File: config.mk
export PLATFORM = sky130hd
export DESIGN_NAME = tmr_top
export DESIGN_NICKNAME = d
export VERILOG_FILES = /design/src/rtl/tmr_pkg.sv /design/src/rtl/tmr_regs.sv /design/src/rtl/tmr_counter.sv /design/src/rtl/tmr_outpin.sv /design/src/rtl/tmr_top.sv
export SDC_FILE = /design/constraint.sdc
export NUM_CORES = 1
export LEC_CHECK = 0
export CELL_PAD_IN_SITES_DETAIL_PLACEMENT = 1
export CELL_PAD_IN_SITES_GLOBAL_PLACEMENT = 2
export CORE_MARGIN = 2
export CORE_UTILIZATION = 30
export DETAILED_ROUTE_END_ITERATION = 6
export DONT_BUFFER_PORTS = 1
export PLACE_DENSITY = 0.62
export SLEW_MARGIN = 5
export SYNTH_ARGS = -nofsm -noshare
export SYNTH_HDL_FRONTEND = slang
export SYNTH_SLANG_ARGS = --single-unit
File: constraint.sdc
create_clock -name clk -period 2.21 [get_ports clk]
set_input_delay 0.442 -clock clk [delete_from_list [all_inputs] [get_ports clk]]
set_output_delay 0.442 -clock clk [all_outputs]
set_load 0.005 [all_outputs]
File: src/rtl/tmr_pkg.sv
package tmr_pkg;
  localparam logic [2:0] A_CTRL    = 3'd0;
  localparam logic [2:0] A_PRE_HI  = 3'd1;
  localparam logic [2:0] A_VEC     = 3'd4;
  localparam logic [2:0] A_STAT    = 3'd5;
  localparam logic [2:0] A_PORT    = 3'd6;

  localparam logic [2:0] MODE_SQUARE = 3'b010;
  localparam logic [2:0] MODE_IRQ    = 3'b101;

  localparam logic [1:0] CLKSEL_EXT  = 2'b10;
endpackage

File: src/rtl/tmr_regs.sv
module tmr_regs
  import tmr_pkg::*;
#(
  parameter int CNT_W = 24
) (
  input  logic             clk,
  input  logic             rst_n,
  input  logic             wr_en,
  input  logic [2:0]       addr,
  input  logic [7:0]       wdata,
  input  logic             zero_evt,
  input  logic             pin_level,
  output logic             enable,
  output logic [2:0]       mode,
  output logic             reload_mode,
  output logic [1:0]       clk_sel,
  output logic [CNT_W-1:0] preload,
  output logic [7:0]       vector,
  output logic             zd,
  output logic             port_bit,
  output logic [7:0]       rdata
);
  localparam int NB = CNT_W / 8;

  logic [7:0] ctrl_q;
  logic [7:0] pre_b [NB];
  logic       zd_q;
  logic       port_q;
  logic [7:0] vec_q;

  // Preload bytes: byte index 0 is the least significant, highest byte at A_PRE_HI
  for (genvar b = 0; b < NB; b++) begin : g_pre
    localparam logic [2:0] MY_ADDR = A_PRE_HI + 3'(NB - 1 - b);
    always_ff @(posedge clk or negedge rst_n) begin
      if (!rst_n) pre_b[b] <= '0;
      else if (wr_en && addr == MY_ADDR) pre_b[b] <= wdata;
    end
    assign preload[b*8 +: 8] = pre_b[b];
  end

  always_ff @(posedge clk or negedge rst_n) begin
    if (!rst_n) begin
      ctrl_q <= '0;
      vec_q  <= '0;
      port_q <= 1'b1;
    end else if (wr_en) begin
      if (addr == A_CTRL) ctrl_q <= wdata;
      if (addr == A_VEC)  vec_q  <= wdata;
      if (addr == A_PORT) port_q <= wdata[0];
    end
  end

  // zero-detect: a new event wins over a same-cycle clear
  always_ff @(posedge clk or negedge rst_n) begin
    if (!rst_n)                                       zd_q <= 1'b0;
    else if (zero_evt)                                zd_q <= 1'b1;
    else if (wr_en && addr == A_STAT && wdata[0])     zd_q <= 1'b0;
  end

  assign enable      = ctrl_q[0];
  assign clk_sel     = ctrl_q[2:1];
  assign reload_mode = ctrl_q[4];
  assign mode        = ctrl_q[7:5];
  assign vector      = vec_q;
  assign zd          = zd_q;
  assign port_bit    = port_q;

  always_comb begin
    rdata = '0;
    if (addr == A_CTRL)      rdata = ctrl_q;
    else if (addr == A_VEC)  rdata = vec_q;
    else if (addr == A_STAT) rdata = {7'b0, zd_q};
    else if (addr == A_PORT) rdata = {7'b0, pin_level};
    else begin
      for (int b = 0; b < NB; b++)
        if (addr == A_PRE_HI + 3'(NB - 1 - b)) rdata = pre_b[b];
    end
  end


  zd_set_chk: assert property (@(posedge clk) disable iff (!rst_n)
    zero_evt |=> zd_q);

  zd_hold_chk: assert property (@(posedge clk) disable iff (!rst_n)
    (zd_q && !zero_evt && !(wr_en && addr == A_STAT && wdata[0])) |=> zd_q);
endmodule

File: src/rtl/tmr_counter.sv
module tmr_counter #(
  parameter int CNT_W       = 24,
  parameter int SYNC_STAGES = 2
) (
  input  logic             clk,
  input  logic             rst_n,
  input  logic             count_in,
  input  logic             run,
  input  logic             reload_mode,
  input  logic [CNT_W-1:0] preload,
  output logic             zero_evt
);
  localparam logic [CNT_W-1:0] ONE = CNT_W'(1);

  logic [SYNC_STAGES:0] sync_q;
  logic                 edge_p;
  logic [CNT_W-1:0]     cnt_q;
  logic                 first_q;

  always_ff @(posedge clk or negedge rst_n) begin
    if (!rst_n) sync_q <= '0;
    else        sync_q <= {sync_q[SYNC_STAGES-1:0], count_in};
  end

  assign edge_p = sync_q[SYNC_STAGES-1] & ~sync_q[SYNC_STAGES];

  always_ff @(posedge clk or negedge rst_n) begin
    if (!rst_n) begin
      cnt_q   <= '0;
      first_q <= 1'b1;
    end else if (!run) begin
      first_q <= 1'b1;
    end else if (edge_p) begin
      if (first_q) begin
        cnt_q   <= preload;
        first_q <= 1'b0;
      end else if (cnt_q == '0) begin
        cnt_q <= reload_mode ? preload : '1;
      end else begin
        cnt_q <= cnt_q - ONE;
      end
    end
  end

  assign zero_evt = run & edge_p & ~first_q & (cnt_q == ONE);


  zero_reach_chk: assert property (@(posedge clk) disable iff (!rst_n)
    zero_evt |=> (cnt_q == '0));

  halt_hold_chk: assert property (@(posedge clk) disable iff (!rst_n)
    !run |=> $stable(cnt_q));

  roll_wrap_chk: assert property (@(posedge clk) disable iff (!rst_n)
    (run && edge_p && !first_q && cnt_q == '0 && !reload_mode) |=> (cnt_q == '1));
endmodule

File: src/rtl/tmr_outpin.sv
module tmr_outpin
  import tmr_pkg::*;
(
  input  logic       clk,
  input  logic       rst_n,
  input  logic [2:0] mode,
  input  logic       enable,
  input  logic       zd,
  input  logic       zero_evt,
  input  logic       port_bit,
  input  logic       ack_in,
  input  logic [7:0] vector,
  output logic       pin_out,
  output logic       vec_ack,
  output logic [7:0] vec_data
);
  logic sq_q;
  logic is_sq;
  logic is_irq;

  assign is_sq  = (mode == MODE_SQUARE);
  assign is_irq = (mode == MODE_IRQ);

  always_ff @(posedge clk or negedge rst_n) begin
    if (!rst_n)                 sq_q <= 1'b1;
    else if (!enable)           sq_q <= 1'b1;
    else if (zero_evt && is_sq) sq_q <= ~sq_q;
  end

  always_comb begin
    if (is_irq)     pin_out = ~zd;
    else if (is_sq) pin_out = sq_q;
    else            pin_out = port_bit;
  end

  assign vec_ack  = ack_in & is_irq & zd;
  assign vec_data = vec_ack ? vector : 8'h00;


  ack_pending_chk: assert property (@(posedge clk) disable iff (!rst_n)
    vec_ack |-> !pin_out);

  sq_toggle_chk: assert property (@(posedge clk) disable iff (!rst_n)
    (is_sq && enable && zero_evt) |=> (!is_sq || pin_out != $past(pin_out)));

  sq_idle_chk: assert property (@(posedge clk) disable iff (!rst_n)
    (is_sq && !enable) |=> (!is_sq || pin_out));
endmodule

File: src/rtl/tmr_top.sv
module tmr_top
  import tmr_pkg::*;
#(
  parameter int CNT_W       = 24,
  parameter int SYNC_STAGES = 2
) (
  input  logic       clk,
  input  logic       rst_n,
  input  logic       bus_wr,
  input  logic [2:0] bus_addr,
  input  logic [7:0] bus_wdata,
  output logic [7:0] bus_rdata,
  input  logic       count_in,
  input  logic       ack_in,
  output logic       vec_ack,
  output logic [7:0] vec_data,
  output logic       pin_out
);
  logic             enable;
  logic [2:0]       mode;
  logic             reload_mode;
  logic [1:0]       clk_sel;
  logic [CNT_W-1:0] preload;
  logic [7:0]       vector;
  logic             zd;
  logic             port_bit;
  logic             zero_evt;
  logic             run;

  assign run = enable & (clk_sel == CLKSEL_EXT);

  tmr_regs #(.CNT_W(CNT_W)) i_regs (
    .clk(clk), .rst_n(rst_n), .wr_en(bus_wr), .addr(bus_addr), .wdata(bus_wdata),
    .zero_evt(zero_evt), .pin_level(pin_out), .enable(enable), .mode(mode),
    .reload_mode(reload_mode), .clk_sel(clk_sel), .preload(preload),
    .vector(vector), .zd(zd), .port_bit(port_bit), .rdata(bus_rdata)
  );

  tmr_counter #(.CNT_W(CNT_W), .SYNC_STAGES(SYNC_STAGES)) i_cnt (
    .clk(clk), .rst_n(rst_n), .count_in(count_in), .run(run),
    .reload_mode(reload_mode), .preload(preload), .zero_evt(zero_evt)
  );

  tmr_outpin i_pin (
    .clk(clk), .rst_n(rst_n), .mode(mode), .enable(enable), .zd(zd),
    .zero_evt(zero_evt), .port_bit(port_bit), .ack_in(ack_in), .vector(vector),
    .pin_out(pin_out), .vec_ack(vec_ack), .vec_data(vec_data)
  );


  irq_level_chk: assert property (@(posedge clk) disable iff (!rst_n)
    (mode == MODE_IRQ) |-> (pin_out == !zd));
endmodule

==> results.cfg <==
[run_status]
run_status = finished with violations
violations = negative setup slack

[drt]
wirelength_um = 12300
drtPass1Iterations = 4
drt_iter0_drc = 204
wire_per_inst_um = 20.9
drc_errors = 0
vias_per_cell = 5.46
ant_nets = 0
vias = 3224

[setup_path]
cp-end-kind = flip-flop
critPathArrivalTime_ns = 2.53
critical_path_class = reg -> reg
required_ns = 2.46
start_kind = flip-flop
crit_fanout = 11

[logic_synthesis]
synth_ff_type = dfrtp_1
synth_edf_count = 0
synth_seq_cells = 71
syn-num-nets = 388
async_flop_share = 1.00
synth_area_leader_cell = dfrtp_1
synth_area_leaders = dfrtp_1 43%, mux2_2 12%, mux4_2 4.0%
synth_area_um2 = 3920
synth_common_cells = 68 x dfrtp_1, 41 x mux2_2, 30 x nand2_1
seq_area_frac_synth = 0.454
ys.warnings.count = 0
ys_types = 59
synth_cells = 369
synth_top_area_frac = 0.434
avgSynthCellArea_um2 = 10.6
synth.most_common_cell = dfrtp_1

[pwr]
pwr-share-seq = 0.403
pwr_density_cell_nw_per_um2 = 1090
p_sw_uw = 1800
switching_share = 0.336
p_int_uw = 3570
ir_worst_vdd_uv = 572
p_leak_uw = 0.00193
p_total_uw = 5370
power_frac_comb = 0.300
power.share.clock = 0.297

[grt]
overflow = 0
grt_pass1_vias = 3398
track_usage = 0.187
grt_max_degree = 72
antenna_found_initial = 0
grt_pass1_wl_um = 19900

[job]
cap_violations = 0

[placement]
dp_cells = 567
port_buffers = 0
gp_congestion = 0.838
dp_hpwl_um = 8960

[floorplan]
rows = 41
initial_utilization = 0.309
die-area_um2 = 14000
die_h_um = 118
io_pins = 34
die_w_um = 118
core_um2 = 12700

[final_layout]
diodes = 0
drive_gt1_frac = 0.360
syn_to_final_growth_pct = 25.5
fin_cells = 591
nets = 434

[timing]
fin_crit_ns = 2.29
skew_ns = 0.00825
finalWorstSetupSlack_ns = -0.0761
report.final.slew_viol_count = 0
fmax_mhz = 437
period_share = 1.03
worst_slew_pin_slew_ns = 0.452
setup_viol = 14
fin_hold_ws_ns = 0.125
rsz0062_at_grt = yes
hold_viol = 0
relSlewSlack = 0.694

[clocking]
cts_sinks = 71
cts-buffers-inserted = 9
clk_latency_ns = 0.35
htree_levels = 3
clk_pin_slew_ns = 0.06
cts_max_path_buffers = 2
root_buffer = clkbuf_16
cts_tree = done

[min_path]
hold_path_class = in -> reg
==> cell type report <==
cell class                      count  area, µm²
Clock inverter                      5       81.3
Tap cell                          172        215
Multi-Input combinational cell    268       2100
Inverter                           13       48.8
Clock buffer                       10        239
Fill cell                        1407       7750
Timing Repair Buffer               52        457
Sequential cell                    71       1780
==> metal layers <==
metal	GRT usage	wire length (µm)	vias up
li1	-	-	1500
met1	0.255	5940	1662
met2	0.282	5680	44
met3	0.0478	429	18
met4	0.0723	280	0
met5	0	0	-
==> worst paths after layout <==
path / startpoint / end / slack [ns] / depth (start not counted)
setup / recovery: i_cnt.cnt_q[0] / i_cnt.cnt_q[14] / -0.08 / 8
hold / removal: count_in / i_cnt.sync_q[0] / 0.13 / 0
setup reg to reg: i_cnt.cnt_q[0] / i_cnt.cnt_q[14] / -0.08 / 8
hold reg to reg: i_cnt.sync_q[0] / i_cnt.sync_q[1] / 0.35 / 0
max in group asynchronous: rst_n / i_regs.port_bit / 1.22 / 2
min in group asynchronous: rst_n / i_cnt.cnt_q[7] / 0.62 / 2
==> cells in the final DEF, fill, tap and decap left out, types with 4 or more instances in the layout <==
cell type	count
inv_1	11
nor2_1	20
o221a_2	4
o21ai_0	7
nor4_1	5
dfrtp_1	67
o32ai_1	6
o21ai_1	9
clkbuf_16	9
mux4_2	7
nand4_1	6
nand3b_1	4
nor3_1	22
mux2_2	41
and2_1	9
a311oi_1	4
nor3b_1	4
buf_4	44
a211oi_1	4
nand2_1	30
a21oi_1	11
nand3_1	12
==> power by group through the flow <==
stage	Combinational, µW	Sequential (µW)	Clock (µW)
after floorplan	906	2030	0
after CTS	1530	2150	1650
after global routing	1780	2240	1700
final	1610	2170	1590
after detailed placement	1460	2170	0
after global placement	1410	2160	0
==> state kept, by name (all words and copies together), names as in the netlist <==
| register | flops |
|---|---|
| i_cnt.first_q | 1 |
| i_regs.port_bit | 1 |
| i_cnt.cnt_q | 24 |
| i_regs.vector | 8 |
| i_regs.ctrl_q | 8 |
| i_regs.preload | 24 |
| i_regs.zd | 1 |
| i_pin.sq_q | 1 |
| i_cnt.sync_q | 3 |
==> logic make-up (layout without fill, tap and decap cells) <==
kind of cell	Yosys count	in the layout	synth area share
compound gates	77	77	0.149
fa+ha+maj	3	3	0.00958
buf+inv	30	80	0.0354
flops	71	71	0.454
mux	49	49	0.161
simple gates	139	139	0.191
==> through the flow <==
| step | setup slack [ns] | util | setup TNS [ns] | area, µm² |
|---|---|---|---|---|
| floorplan | -0.0192 | - | -0.0192 | 3920 |
| global placement | -0.0129 | 0.347 | -0.0228 | 4400 |
| detailed placement | -0.0926 | 0.347 | -0.519 | 4400 |
| CTS | -0.0597 | 0.378 | -0.452 | 4800 |
| global route | -0.180 | 0.388 | -2.88 | 4920 |
| finish | -0.0761 | 0.388 | -0.616 | 4920 |
==> critical path, stage by stage, from the launching register on <==
cell,delay [ns]
dfrtp_1,0.39
inv_2,0.06
ha_1,0.13
or4b_4,0.46
or4_4,0.48
o21bai_4,0.21
buf_12,0.16
o22ai_1,0.06
o32ai_1,0.22
==> repair_timing <==
action,in CTS,in global routing
pin swaps,2,10
hold endpoints to repair,71,0
buffers inserted,3,4
cloned,0,0
endpoints found under the setup margin,17,26
hold buffers,2,0
resized for setup,5,22
(Power assumes the default switching activity.)
